[config.mk]
export PLATFORM = sky130hd
export DESIGN_NAME = expr_stack
export DESIGN_NICKNAME = d
export VERILOG_FILES = /design/src/rtl/expr_stack_pkg.sv /design/src/rtl/es_regfile.sv /design/src/rtl/es_alu.sv /design/src/rtl/es_ctrl.sv /design/src/rtl/expr_stack.sv
export SDC_FILE = /design/constraint.sdc
export NUM_CORES = 1
export LEC_CHECK = 0
export BUFFER_PORTS_ARGS = -buffer_cell sky130_fd_sc_hd__buf_4
export CORE_MARGIN = 3
export CORE_UTILIZATION = 25
export CTS_BUF_LIST = sky130_fd_sc_hd__clkbuf_4
export DETAILED_ROUTE_END_ITERATION = 10
export PLACE_DENSITY = 0.44
export SLEW_MARGIN = 20
export SYNTH_ARGS = -nofsm -noshare
export SYNTH_HDL_FRONTEND = slang
export SYNTH_SLANG_ARGS = --single-unit
[constraint.sdc]
create_clock -name clk -period 8.4 [get_ports clk]
set_input_delay 0.42 -clock clk [delete_from_list [all_inputs] [get_ports clk]]
set_output_delay 0.42 -clock clk [all_outputs]
set_load 0.01 [all_outputs]
[src/rtl/expr_stack_pkg.sv]
package expr_stack_pkg;
  typedef enum logic [2:0] {
    OP_NOP   = 3'd0,
    OP_PUSHI = 3'd1,
    OP_PUSHD = 3'd2,
    OP_POP   = 3'd3,
    OP_PEEK  = 3'd4,
    OP_ADD   = 3'd5,
    OP_SUB   = 3'd6,
    OP_MUL   = 3'd7
  } op_e;

  typedef enum logic [1:0] {
    WSRC_IMM  = 2'd0,
    WSRC_DATA = 2'd1,
    WSRC_ALU  = 2'd2
  } wsrc_e;
endpackage

[src/rtl/es_regfile.sv]
module es_regfile #(
  parameter int W     = 16,
  parameter int DEPTH = 8,
  localparam int IDX_W = (DEPTH > 1) ? $clog2(DEPTH) : 1
) (
  input  logic             clk,
  input  logic             rst_n,
  input  logic             wr_en,
  input  logic [IDX_W-1:0] wr_idx,
  input  logic [W-1:0]     wr_data,
  input  logic [IDX_W-1:0] rd_idx_a,
  input  logic [IDX_W-1:0] rd_idx_b,
  output logic [W-1:0]     rd_a,
  output logic [W-1:0]     rd_b
);
  logic [W-1:0] ent_q [DEPTH];

  for (genvar g = 0; g < DEPTH; g++) begin : g_ent
    logic         ce;
    logic [W-1:0] ent_d;
    always_comb begin
      ce    = wr_en && (wr_idx == IDX_W'(g));
      ent_d = ce ? wr_data : ent_q[g];
    end
    always_ff @(posedge clk or negedge rst_n) begin
      if (!rst_n) ent_q[g] <= '0;
      else        ent_q[g] <= ent_d;
    end
  end

  always_comb begin
    rd_a = '0;
    rd_b = '0;
    for (int i = 0; i < DEPTH; i++) begin
      if (rd_idx_a == IDX_W'(i)) rd_a = ent_q[i];
      if (rd_idx_b == IDX_W'(i)) rd_b = ent_q[i];
    end
  end
endmodule

[src/rtl/es_alu.sv]
module es_alu
  import expr_stack_pkg::*;
#(
  parameter int W = 16
) (
  input  op_e          op,
  input  logic [W-1:0] lhs,
  input  logic [W-1:0] rhs,
  output logic [W-1:0] res
);
  logic [2*W-1:0] prod;

  always_comb begin
    prod = lhs * rhs;
    unique case (op)
      OP_ADD:  res = lhs + rhs;
      OP_SUB:  res = lhs - rhs;
      OP_MUL:  res = prod[W-1:0];
      default: res = '0;
    endcase
  end
endmodule

[src/rtl/es_ctrl.sv]
module es_ctrl
  import expr_stack_pkg::*;
#(
  parameter int W     = 16,
  parameter int DEPTH = 8,
  localparam int IDX_W = (DEPTH > 1) ? $clog2(DEPTH) : 1,
  localparam int CNT_W = $clog2(DEPTH + 1)
) (
  input  logic             clk,
  input  logic             rst_n,
  input  logic             cmd_valid,
  input  op_e              op,
  input  logic [W-1:0]     top_val,
  output logic [CNT_W-1:0] depth_q,
  output logic [IDX_W-1:0] idx_top,
  output logic [IDX_W-1:0] idx_sec,
  output logic             wr_en,
  output logic [IDX_W-1:0] wr_idx,
  output wsrc_e            wr_src,
  output logic             ovf_q,
  output logic             unf_q,
  output logic             outv_q,
  output logic [W-1:0]     outd_q
);
  logic [CNT_W-1:0] depth_d, dm1, dm2;
  logic             ovf_d, unf_d, outv_d, outd_ce;
  logic             has1, has2, full;

  always_comb begin
    dm1     = depth_q - CNT_W'(1);
    dm2     = depth_q - CNT_W'(2);
    idx_top = dm1[IDX_W-1:0];
    idx_sec = dm2[IDX_W-1:0];
    has1    = depth_q >= CNT_W'(1);
    has2    = depth_q >= CNT_W'(2);
    full    = depth_q == CNT_W'(DEPTH);

    depth_d = depth_q;
    ovf_d   = 1'b0;
    unf_d   = 1'b0;
    outv_d  = 1'b0;
    outd_ce = 1'b0;
    wr_en   = 1'b0;
    wr_idx  = depth_q[IDX_W-1:0];
    wr_src  = WSRC_ALU;

    if (cmd_valid) begin
      unique case (op)
        OP_PUSHI, OP_PUSHD: begin
          if (full) ovf_d = 1'b1;
          else begin
            wr_en   = 1'b1;
            wr_src  = (op == OP_PUSHI) ? WSRC_IMM : WSRC_DATA;
            depth_d = depth_q + CNT_W'(1);
          end
        end
        OP_POP, OP_PEEK: begin
          if (!has1) unf_d = 1'b1;
          else begin
            outv_d  = 1'b1;
            outd_ce = 1'b1;
            if (op == OP_POP) depth_d = dm1;
          end
        end
        OP_ADD, OP_SUB, OP_MUL: begin
          if (!has2) unf_d = 1'b1;
          else begin
            wr_en   = 1'b1;
            wr_idx  = idx_sec;
            depth_d = dm1;
          end
        end
        default: ;
      endcase
    end
  end

  always_ff @(posedge clk or negedge rst_n) begin
    if (!rst_n) begin
      depth_q <= '0;
      ovf_q   <= 1'b0;
      unf_q   <= 1'b0;
      outv_q  <= 1'b0;
    end else begin
      depth_q <= depth_d;
      ovf_q   <= ovf_d;
      unf_q   <= unf_d;
      outv_q  <= outv_d;
    end
  end

  always_ff @(posedge clk or negedge rst_n) begin
    if (!rst_n)       outd_q <= '0;
    else if (outd_ce) outd_q <= top_val;
  end
endmodule

[src/rtl/expr_stack.sv]
module expr_stack
  import expr_stack_pkg::*;
#(
  parameter int W     = 16,
  parameter int DEPTH = 8,
  parameter int IMM_W = 8,
  localparam int IDX_W = (DEPTH > 1) ? $clog2(DEPTH) : 1,
  localparam int CNT_W = $clog2(DEPTH + 1)
) (
  input  logic             clk,
  input  logic             rst_n,
  input  logic             cmd_valid,
  input  logic [2:0]       cmd_op,
  input  logic [IMM_W-1:0] cmd_imm,
  input  logic [W-1:0]     cmd_data,
  output logic [W-1:0]     tos_data,
  output logic [CNT_W-1:0] depth,
  output logic             ovf,
  output logic             unf,
  output logic             out_valid,
  output logic [W-1:0]     out_data
);
  op_e              op;
  logic [IDX_W-1:0] idx_top, idx_sec, wr_idx;
  logic             wr_en;
  wsrc_e            wr_src;
  logic [W-1:0]     top_val, sec_val, alu_res, wr_data;
  logic [CNT_W-1:0] depth_q;

  assign op = op_e'(cmd_op);

  es_ctrl #(.W(W), .DEPTH(DEPTH)) u_ctrl (
    .clk(clk), .rst_n(rst_n), .cmd_valid(cmd_valid), .op(op),
    .top_val(top_val), .depth_q(depth_q), .idx_top(idx_top),
    .idx_sec(idx_sec), .wr_en(wr_en), .wr_idx(wr_idx), .wr_src(wr_src),
    .ovf_q(ovf), .unf_q(unf), .outv_q(out_valid), .outd_q(out_data)
  );

  es_alu #(.W(W)) u_alu (
    .op(op), .lhs(sec_val), .rhs(top_val), .res(alu_res)
  );

  always_comb begin
    unique case (wr_src)
      WSRC_IMM:  wr_data = W'(cmd_imm);
      WSRC_DATA: wr_data = cmd_data;
      default:   wr_data = alu_res;
    endcase
  end

  es_regfile #(.W(W), .DEPTH(DEPTH)) u_rf (
    .clk(clk), .rst_n(rst_n), .wr_en(wr_en), .wr_idx(wr_idx),
    .wr_data(wr_data), .rd_idx_a(idx_top), .rd_idx_b(idx_sec),
    .rd_a(top_val), .rd_b(sec_val)
  );

  assign depth    = depth_q;
  assign tos_data = (depth_q == '0) ? '0 : top_val;
endmodule

Yosys cells after proc, flatten, opt, wreduce, memory -nomap -nowiden
Index checks and enable logic that the tools add are counted.
- magnitude comparators: 2
- muxes and demuxes: 45
- $mul: 1
- reductions and logical operators: 18
- equality and inequality tests: 34
- add/subtract/negate cells: 5
- operator list (cell ; number):
    $mux W16 ; 17
    $eq A3 B3 Y1 const B ; 16
    $pmux W16 S3 ; 1
    $pmux W16 S2 ; 1
    $eq A3 B2 Y1 const B ; 8
    $add A16 B16 Y16 ; 1
    $mul A16 B16 Y16 ; 1
    $mux W4 ; 4
    $sub A16 B16 Y16 ; 1
    $mux W1 ; 13
    $eq A3 B1 Y1 const B ; 4
    $pmux W4 S3 ; 1
    $logic_not A3 Y1 ; 3
    $mux W3 ; 3
    $logic_and A1 B1 Y1 ; 8
    $mux W2 ; 3
    $ne A2 B1 Y1 const B ; 3
    $reduce_and A6 Y1 ; 1
    $add A4 B1 Y4 const B ; 1
    $eq A4 B4 Y1 const B ; 1
    $ge A4 B1 Y1 const B ; 1
    $ge A4 B2 Y1 const B ; 1
    $logic_not A4 Y1 ; 1
    $pmux W1 S2 ; 2
    other kinds (8) ; 9
- input bits: 30
- logic and storage cells: 118
- output and inout bits: 39
- flip-flop bits (word level): 151

Logic depth before layout (Yosys ltp)
Gate-level depths: netlist of the first run.
- depth in word-level cells: 13
- depth in mapped cells: 37
- depth with buffers taken out: 30

Cells and area by module
Synthesis of the first run repeated with hierarchy kept, for this count alone.
- cell total of the unflattened synthesis: 1384
- area total of the unflattened synthesis: 14139.8 um2
- by module, submodules not included (module ; times used ; sequential area each (um2) ; area each (um2) ; cells each):
    es_regfile ; 1 ; 3203.1 ; 7299.5 ; 587
    es_alu ; 1 ; 0.0 ; 5113.7 ; 639
    es_ctrl ; 1 ; 575.6 ; 1327.5 ; 103
    expr_stack ; 1 ; 0.0 ; 399.1 ; 55

Least setup slack after synthesis of the first run
Ideal clock, no wire load.
- kind: register to register
- start: register u_ctrl.depth_q[0]
- end: register u_rf.ent_q[13] (netlist bit)
- library setup time: 0.156 ns
- arrival time: 7.643 ns
- setup slack: 0.602 ns
- period minus slack after synthesis: 7.798 ns
- path buffers: 7
- cell stages (with the launch flop): 32
- path through: dfrtp_1 > clkbuf_1 > inv_1 > ha_1 > buf_6 > buf_6 > buf_6 > buf_4 > buf_2 > a221oi_1 > o31ai_1 > a21oi_1 > clkbuf_1 > inv_1 > nand2_1 > fa_1 > fa_1 > fa_1 > fa_1 > inv_1 > fa_1 > inv_1 > fa_1 > inv_1 > ha_1 > nand3_1 > nand2_1 > a41o_1 > nor2_1 > xnor2_1 > a222oi_1 > o21ai_0
- longest elaborated chain between the ends: 13
- elaborated cells between the ends (all ways): 55
- ends and longest elaborated chain (item ; line ; text):
    start: declaration ; es_ctrl.sv:14 ; output logic [CNT_W-1:0] depth_q,
    start signal: assignment ; es_ctrl.sv:85 ; depth_q <= depth_d;
    $sub A4 B1 Y4 / $sub A3 B2 Y3 (equally long branches) ; es_ctrl.sv:30, es_ctrl.sv:31 ;
    $logic_not A3 Y1 (on tied branches) ; es_regfile.sv:35, es_regfile.sv:36 ;
    $mux W16 (on tied branches) (8 in a row) ; es_regfile.sv:35, es_regfile.sv:36 ;
    $mul A16 B16 Y16, or another cell as far along ; es_alu.sv:14 ; prod = lhs * rhs;
    $pmux W16 S3 ; es_alu.sv:15 ; unique case (op)
    $pmux W16 S2 ; expr_stack.sv:44 ; unique case (wr_src)
    end signal: indexed assignment ; es_regfile.sv:27 ; else ent_q[g] <= ent_d;
    end: declaration ; es_regfile.sv:16 ; logic [W-1:0] ent_q [DEPTH];
Parallel ways exist; a longest one is shown, timed or not.
A chain may end at the register's enable or synchronous reset.

Worst setup path in the final report of the first run
- start: register u_ctrl.depth_q[1]
- end: register u_rf.ent_q[63] (netlist bit)
The elaborated chain is that of the path after synthesis.

==> metrics.csv, run 1 <==
stage,metric,value,unit
worst_setup_path,Worst path max stage delay,0.57,ns
routing,antenna-violating nets left,0,
logic_synthesis,Post-synth EDFFs,0,
timing,# setup viols final,0,
placed_design,Final Wtd Congestion,0.890,
die,Cell Rows,84,
clocking,Root Buffer,clkbuf_4,
finish,layout cell share with drive strength beyond 1,13.2,%
worst_setup_path,crit path launch,u_ctrl.depth_q[1],
worst_setup_path,Critical Path AT,8.51,ns
logic_synthesis,Yosys reg bits,151,
logic_synthesis,Syn Nets,1827,
die,Die W,240,µm
worst_setup_path,worst r2r src,u_ctrl.depth_q[1],
routing,initial DRC count,949,
timing,worst relative slew slack,27.7,%
worst_setup_path,Setup CP Type,flip-flop to flip-flop,
routing,DRC violations left,0,
logic_synthesis,Yosys warnings,0,
clocking,TritonCTS Sinks,151,
global_route,largest net degree at the start of global routing,100,
clocking,clock latency on the worst-skew pair,0.66,ns
finish,Reg area,3780,µm²
worst_setup_path,critical path startpoint category,flip-flop,
timing,min cycle time layout,7.96,ns
logic_synthesis,Cells after Synth,1640,
routing,DR WL/cell,21.2,µm
timing,"Slew Viols, Final",0,
routing,first-pass iteration count of the detailed router,5,
clocking,Post-CTS Setup Repair Bufs,0,
global_route,vias in the first global route,12100,
worst_setup_path,crit-path leading delay family,adder cells,
global_route,total track usage,18.3,%
logic_synthesis,synth unique cells,84,
clocking,CTS buffer count,17,
timing,setup_tns,0,ns
die,die height,240,µm
placed_design,IO Port Bufs,68,
finish,Layout Nets,1895,
logic_synthesis,largest area contributor in the netlist,dfrtp_1,
logic_synthesis,Most used DFF post-synth,dfrtp_1,
die,Initial Utilization,25.6,%
placed_design,detailed placement HPWL,37600,µm
worst_hold_path,HP Class,primary input to flip-flop,
die,core area,53300,µm²
finish,multi-input logic area,8800,µm²
logic_synthesis,synthesized area,13600,µm²
routing,total wire length,51200,µm
clocking,Max clock buf depth,2,
routing,Via Count,12000,
logic_synthesis,"Seq/Total Area, Yosys",27.7,%
clocking,CTS resizes,0,
global_route,first-pass GRT wire length,78100,µm
clocking,"CTS clk-pin slew, worst paths",0.17,ns
timing,Max Freq,0.126,GHz
worst_setup_path,CP Max Fanout,14,
worst_setup_path,Crit path top cell by count,fa_1,
finish,FILL cells,5707,
job,total of max-cap violations,0,
global_route,initial antenna violation count,1,
timing,hold violation count in the final report,0,
logic_synthesis,top-area cell type share of the netlist area,27.7,%
logic_synthesis,synth top area cells,"dfrtp_1 28%, fa_1 12%, ha_1 7.0%, nand2_1 6.9%, nor2_1 5.1%",
logic_synthesis,async set-reset flop share out of synthesis,100,%
worst_setup_path,Crit. End Element,flip-flop,
timing,Worst Tran Pin Value,1.08,ns
worst_setup_path,Critical Path RT,8.95,ns
timing,RSZ-0062 raised after global routing,no,
worst_hold_path,worst hold path startpoint,cmd_valid,
die,die area,57400,µm²
clocking,CTS tree,yes,
worst_setup_path,crit path buf inv count,5,
finish,Layout area overhead,13.3,%
clocking,Hold Buf Count CTS,1,
logic_synthesis,mean post-synth cell area,8.32,µm²
clocking,Max H-tree Level,4,
routing,DR vias/cell,4.99,
worst_setup_path,CP max-delay cell,xor2_4,
global_route,grt total ovfl,0,
outcome,status,completed,
timing,Final Cycle Share,94.8,%
timing,Final Skew,0.0356,ns
die,IO Count,69,
layer usage:
metal / global-route usage [%] / wire, µm / vias to the layer above
met5: 0 / 0 / -
met4: 5.39 / 1170 / 0
met3: 3.01 / 2940 / 65
met2: 28.8 / 22800 / 370
met1: 25.8 / 24300 / 5930
li1: - / - / 5658
flip-flops by register name, indices dropped and copies added (netlist names):
signal and flops:
u_rf.ent_q 128, u_ctrl.outd_q 16, u_ctrl.depth_q 4, u_ctrl.outv_q 1
u_ctrl.ovf_q 1, u_ctrl.unf_q 1
cell usage after synthesis (all sizes together) (13+ instances only):
cell / number
clkbuf: 49
o21ai: 136
nor2: 186
nand2: 250
fa: 81
mux2i: 13
a21oi: 118
o211ai: 18
nand3: 30
nand2b: 19
dfrtp: 151
xnor2: 45
nand3b: 20
ha: 76
a31oi: 18
inv: 154
mux2: 14
nor2b: 31
a221oi: 18
xor2: 16
buf: 45
metrics by stage:
step	std cells	cell area, µm²	worst slack, ns	hold WS (ns)	util (%)
finish	2411	15500	0.438	0.0879	29.0
global route	2411	15500	0.0122	0.0435	29.0
CTS	2409	15500	0.452	0.0236	29.0
detailed placement	2376	15200	0.466	0.475	28.4
global placement	2375	15100	0.558	0.461	28.4
floorplan	1640	13600	0.602	0.124	-
cell type report:
type / instances / area share [%]
Multi-Input combinational cell: 1240 / 56.9
Clock inverter: 15 / 1.06
Timing Repair Buffer: 143 / 7.37
Inverter: 155 / 3.76
Clock buffer: 17 / 0.826
Antenna cell: 2 / 0.0324
Sequential cell: 151 / 24.4
Tap cell: 688 / 5.57
layout by cell type, fill, tap and decap left out, types with 6 or more instances in the layout:
master,count
nand3_1,29
mux4_2,6
dfrtp_1,151
clkbuf_4,17
o21ai_0,126
nand2b_1,19
nand2_1,249
a22oi_1,8
nor2_1,184
xnor2_1,44
o21a_1,8
inv_1,151
o22ai_1,6
mux2i_1,13
buf_4,135
nor2b_1,31
a221oi_1,17
fa_1,81
a21oi_1,117
xor2_1,15
o31ai_1,7
a222oi_1,8
mux2_2,14
o211ai_1,17
a31oi_1,16
a21o_1,10
o21ai_1,7
nand3b_1,20
ha_1,72
or2_2,7
a311oi_1,7
nor3_1,8
cell families (layout without fill, tap and decap cells):
group,Yosys count,count (layout),synth area share [%]
other,0,2,0
flip-flops,151,151,27.7
AO/OA/AOI/OAI,409,409,19.1
AND/OR/NAND/NOR,576,576,18.4
XOR/XNOR,65,65,4.78
adder cells (fa/ha/maj),157,157,18.9
buffers and inverters,249,330,8.06
multiplexers,33,33,3.10
worst paths after layout:
path,end,slack (ns),depth (start not counted)
setup / recovery,u_rf.ent_q[63],0.44,27
hold / removal,u_ctrl.ovf_q,0.09,2
setup reg to reg,u_rf.ent_q[63],0.44,27
hold reg to reg,u_rf.ent_q[84],0.50,2
max in group asynchronous,u_ctrl.outd_q[3],6.59,3
min in group asynchronous,u_rf.ent_q[87],0.47,2
Power of run 1 is left out: the tool's default activity adds up to more than one toggle a clock period on the data nets, which glitch-free logic cannot reach.
==> run 2: changes to the inputs <==
--- a/config.mk
+++ b/config.mk
@@ -5,12 +5,13 @@
 export SDC_FILE = /design/constraint.sdc
 export NUM_CORES = 1
 export LEC_CHECK = 0
-export BUFFER_PORTS_ARGS = -buffer_cell sky130_fd_sc_hd__buf_4
+export CORE_ASPECT_RATIO = 1.75
 export CORE_MARGIN = 3
 export CORE_UTILIZATION = 25
 export CTS_BUF_LIST = sky130_fd_sc_hd__clkbuf_4
 export DETAILED_ROUTE_END_ITERATION = 10
-export PLACE_DENSITY = 0.44
+export DONT_BUFFER_PORTS = 1
+export PLACE_DENSITY = 0.43
 export SLEW_MARGIN = 20
 export SYNTH_ARGS = -nofsm -noshare
 export SYNTH_HDL_FRONTEND = slang
==> metrics.csv, run 2 (synthesis gave the netlist of run 1 again) <==
stage,metric,value,unit,change
outcome,status,completed,,unchanged
routing,DR WL/cell,22.7,µm,was 21.2 µm
job,total of max-cap violations,0,,unchanged
timing,Final Skew,0.0284,ns,was 0.0356 ns
global_route,total track usage,18.8,%,was 18.3%
die,core area,53700,µm²,was 53300 µm²
die,die area,57500,µm²,was 57400 µm²
routing,DRC violations left,0,,unchanged
worst_setup_path,Critical Path AT,8.48,ns,was 8.51 ns
worst_setup_path,FF-to-FF path depth,25,,was 27
routing,initial DRC count,780,,was 949
global_route,grt met1 use,19.7,%,was 25.8%
clocking,CTS tree,yes,,unchanged
global_route,met2 GRT Util,36.5,%,was 28.8%
finish,cell area after layout,15000,µm²,was 15500 µm²
clocking,Root Buffer,clkbuf_4,,unchanged
worst_setup_path,reg2reg end,u_rf.ent_q[127],,was u_rf.ent_q[63]
timing,"Slew Viols, Final",0,,unchanged
finish,layout cell share with drive strength beyond 1,10.1,%,was 13.2%
placed_design,detailed placement HPWL,42100,µm,was 37600 µm
finish,most frequent cells in the layout,"248 x nand2_1, 184 x nor2_1, 151 x inv_1, 151 x dfrtp_1, 126 x o21ai_0",,"was 249 x nand2_1, 184 x nor2_1, 151 x inv_1, 151 x dfrtp_1, 135 x buf_4"
timing,hold_ws,0.129,ns,was 0.0879 ns
placed_design,IO Port Bufs,0,,was 68
placed_design,DP Area,14600,µm²,was 15200 µm²
die,IO Count,69,,unchanged
die,Initial Utilization,25.4,%,was 25.6%
global_route,vias in the first global route,12400,,was 12100
worst_setup_path,CP Max Fanout,13,,was 14
worst_hold_path,Cells on Worst Hold Path,3,,was 2
routing,Via Count,11800,,was 12000
worst_setup_path,Critical Path RT,8.90,ns,was 8.95 ns
finish,Reg with most FFs,u_rf.ent_q,,unchanged
routing,first-pass iteration count of the detailed router,5,,unchanged
timing,worst relative slew slack,22.5,%,was 27.7%
global_route,largest net degree at the start of global routing,152,,was 100
global_route,first-pass GRT wire length,80500,µm,was 78100 µm
finish,max reg flops,128,,unchanged
clocking,Max H-tree Level,4,,unchanged
finish,Layout Nets,1831,,was 1895
finish,utilization after layout,28.0,%,was 29.0%
clocking,Max clock buf depth,2,,unchanged
die,Die W,183,µm,was 240 µm
clocking,clock latency on the worst-skew pair,0.63,ns,was 0.66 ns
timing,hold violation count in the final report,0,,unchanged
worst_hold_path,HP Class,primary input to flip-flop,,unchanged
timing,# setup viols final,0,,unchanged
timing,Worst Tran Pin Value,1.16,ns,was 1.08 ns
global_route,GR peak layer,met2,,unchanged
clocking,"CTS clk-pin slew, worst paths",0.16,ns,was 0.17 ns
worst_hold_path,Hold Path End,u_ctrl.depth_q[2],,was u_ctrl.ovf_q
routing,DR vias/cell,5.03,,was 4.99
worst_hold_path,worst hold path startpoint,cmd_op[2],,was cmd_valid
clocking,CTS buffer count,17,,unchanged
die,Cell Rows,112,,was 84
timing,RSZ-0062 raised after global routing,no,,unchanged
worst_setup_path,FF-to-FF setup slack,0.42,ns,was 0.44 ns
routing,total wire length,53200,µm,was 51200 µm
global_route,initial antenna violation count,2,,was 1
finish,"most common cell after layout, fill and taps aside",nand2_1,,unchanged
routing,antenna-violating nets left,0,,unchanged
worst_setup_path,Crit. End Element,flip-flop,,unchanged
worst_setup_path,worst r2r src,u_ctrl.depth_q[1],,unchanged
finish,top flop regs,"u_rf.ent_q: 128 flops, u_ctrl.outd_q: 16 flops, u_ctrl.depth_q: 4 flops",,unchanged
timing,min cycle time layout,7.98,ns,was 7.96 ns
die,die height,315,µm,was 240 µm
worst_setup_path,critical path startpoint category,flip-flop,,unchanged
finish,Layout area overhead,10.2,%,was 13.3%
global_route,GR Util met3,1.59,%,was 3.01%
worst_setup_path,Setup CP Type,flip-flop to flip-flop,,unchanged
clocking,TritonCTS Sinks,151,,unchanged
timing,Max Freq,0.125,GHz,was 0.126 GHz
global_route,grt total ovfl,0,,unchanged
placed_design,Final Wtd Congestion,0.911,,was 0.890
timing,Final Cycle Share,94.9,%,was 94.8%
run 2: changes by cell type in the layout (fill, tap and decap cells not counted), sizes merged:
| cell | delta |
|---|---|
| buf | -67 |
| bufinv | +1 |
| dlygate4sd3 | +3 |
| inv | -1 |
run 2: worst max-delay path by stage:
stage | start | endpoint | slack, ns | depth (start not counted)
global route | u_ctrl.depth_q[1] | u_rf.ent_q[15] | 0.05 | 25
floorplan | u_ctrl.depth_q[0] | u_rf.ent_q[13] | 0.60 | 31
global placement | u_ctrl.depth_q[1] | u_rf.ent_q[127] | 0.14 | 26
finish | u_ctrl.depth_q[1] | u_rf.ent_q[127] | 0.42 | 25
CTS | u_ctrl.depth_q[1] | u_rf.ent_q[127] | 0.12 | 25
detailed placement | u_ctrl.depth_q[1] | u_rf.ent_q[95] | -0.01 | 26
run 2: layout make-up:
type,instances,area (µm²)
multi-input combinational,1240,8840
clock inverter,15,188
sequential,151,3780
inverter,155,582
antenna,2,5.00
tap,684,856
fill,5808,38600
clock buffer,17,128
timing repair buffer,79,648
run 2: metal layers:
layer | up-vias | part of all wire [%] | wire length [µm]
met2 | 249 | 56 | 29700
met5 | - | 0 | 0
met3 | 95 | 2.5 | 1310
li1 | 5526 | - | -
met4 | 0 | 5.4 | 2860
met1 | 5907 | 36 | 19400
run 2: metrics by stage:
| stage | cells | setup WS [ns] | TNS (ns) |
|---|---|---|---|
| global route | 2343 | 0.0540 | 0 |
| global placement | 2301 | 0.138 | 0 |
| floorplan | 1640 | 0.602 | 0 |
| detailed placement | 2301 | -0.0110 | -0.0329 |
| finish | 2343 | 0.424 | 0 |
| CTS | 2338 | 0.123 | 0 |
run 2: worst max-delay path, stage by stage (launching register included):
cell and delay, ns:
dfrtp_1 0.40, inv_1 0.25, ha_2 0.48, or3_1 0.54, a211oi_1 0.34, a211o_1 0.31, nor2_1 0.12, fa_1 0.61
inv_1 0.08, fa_1 0.53, inv_1 0.05, fa_1 0.48, fa_1 0.54, inv_1 0.05, fa_1 0.45, fa_1 0.41
xor2_1 0.17, xnor2_1 0.19, xnor2_1 0.12, xnor2_1 0.33, xnor2_1 0.19, xnor3_1 0.35, xor3_1 0.20, xor2_1 0.20
a21oi_4 0.33, a21oi_1 0.12
run 2: what timing repair did:
item / 4_1_cts / 5_1_grt
gates resized for setup: 1 / 4
endpoints found under the setup margin: 7 / 21
cloned: 0 / 0
setup buffers: 0 / 3
pin swaps: 0 / 1
hold buffers: 5 / 0
endpoints found under the hold margin: 153 / 0
Power of run 2 is left out for the same reason.
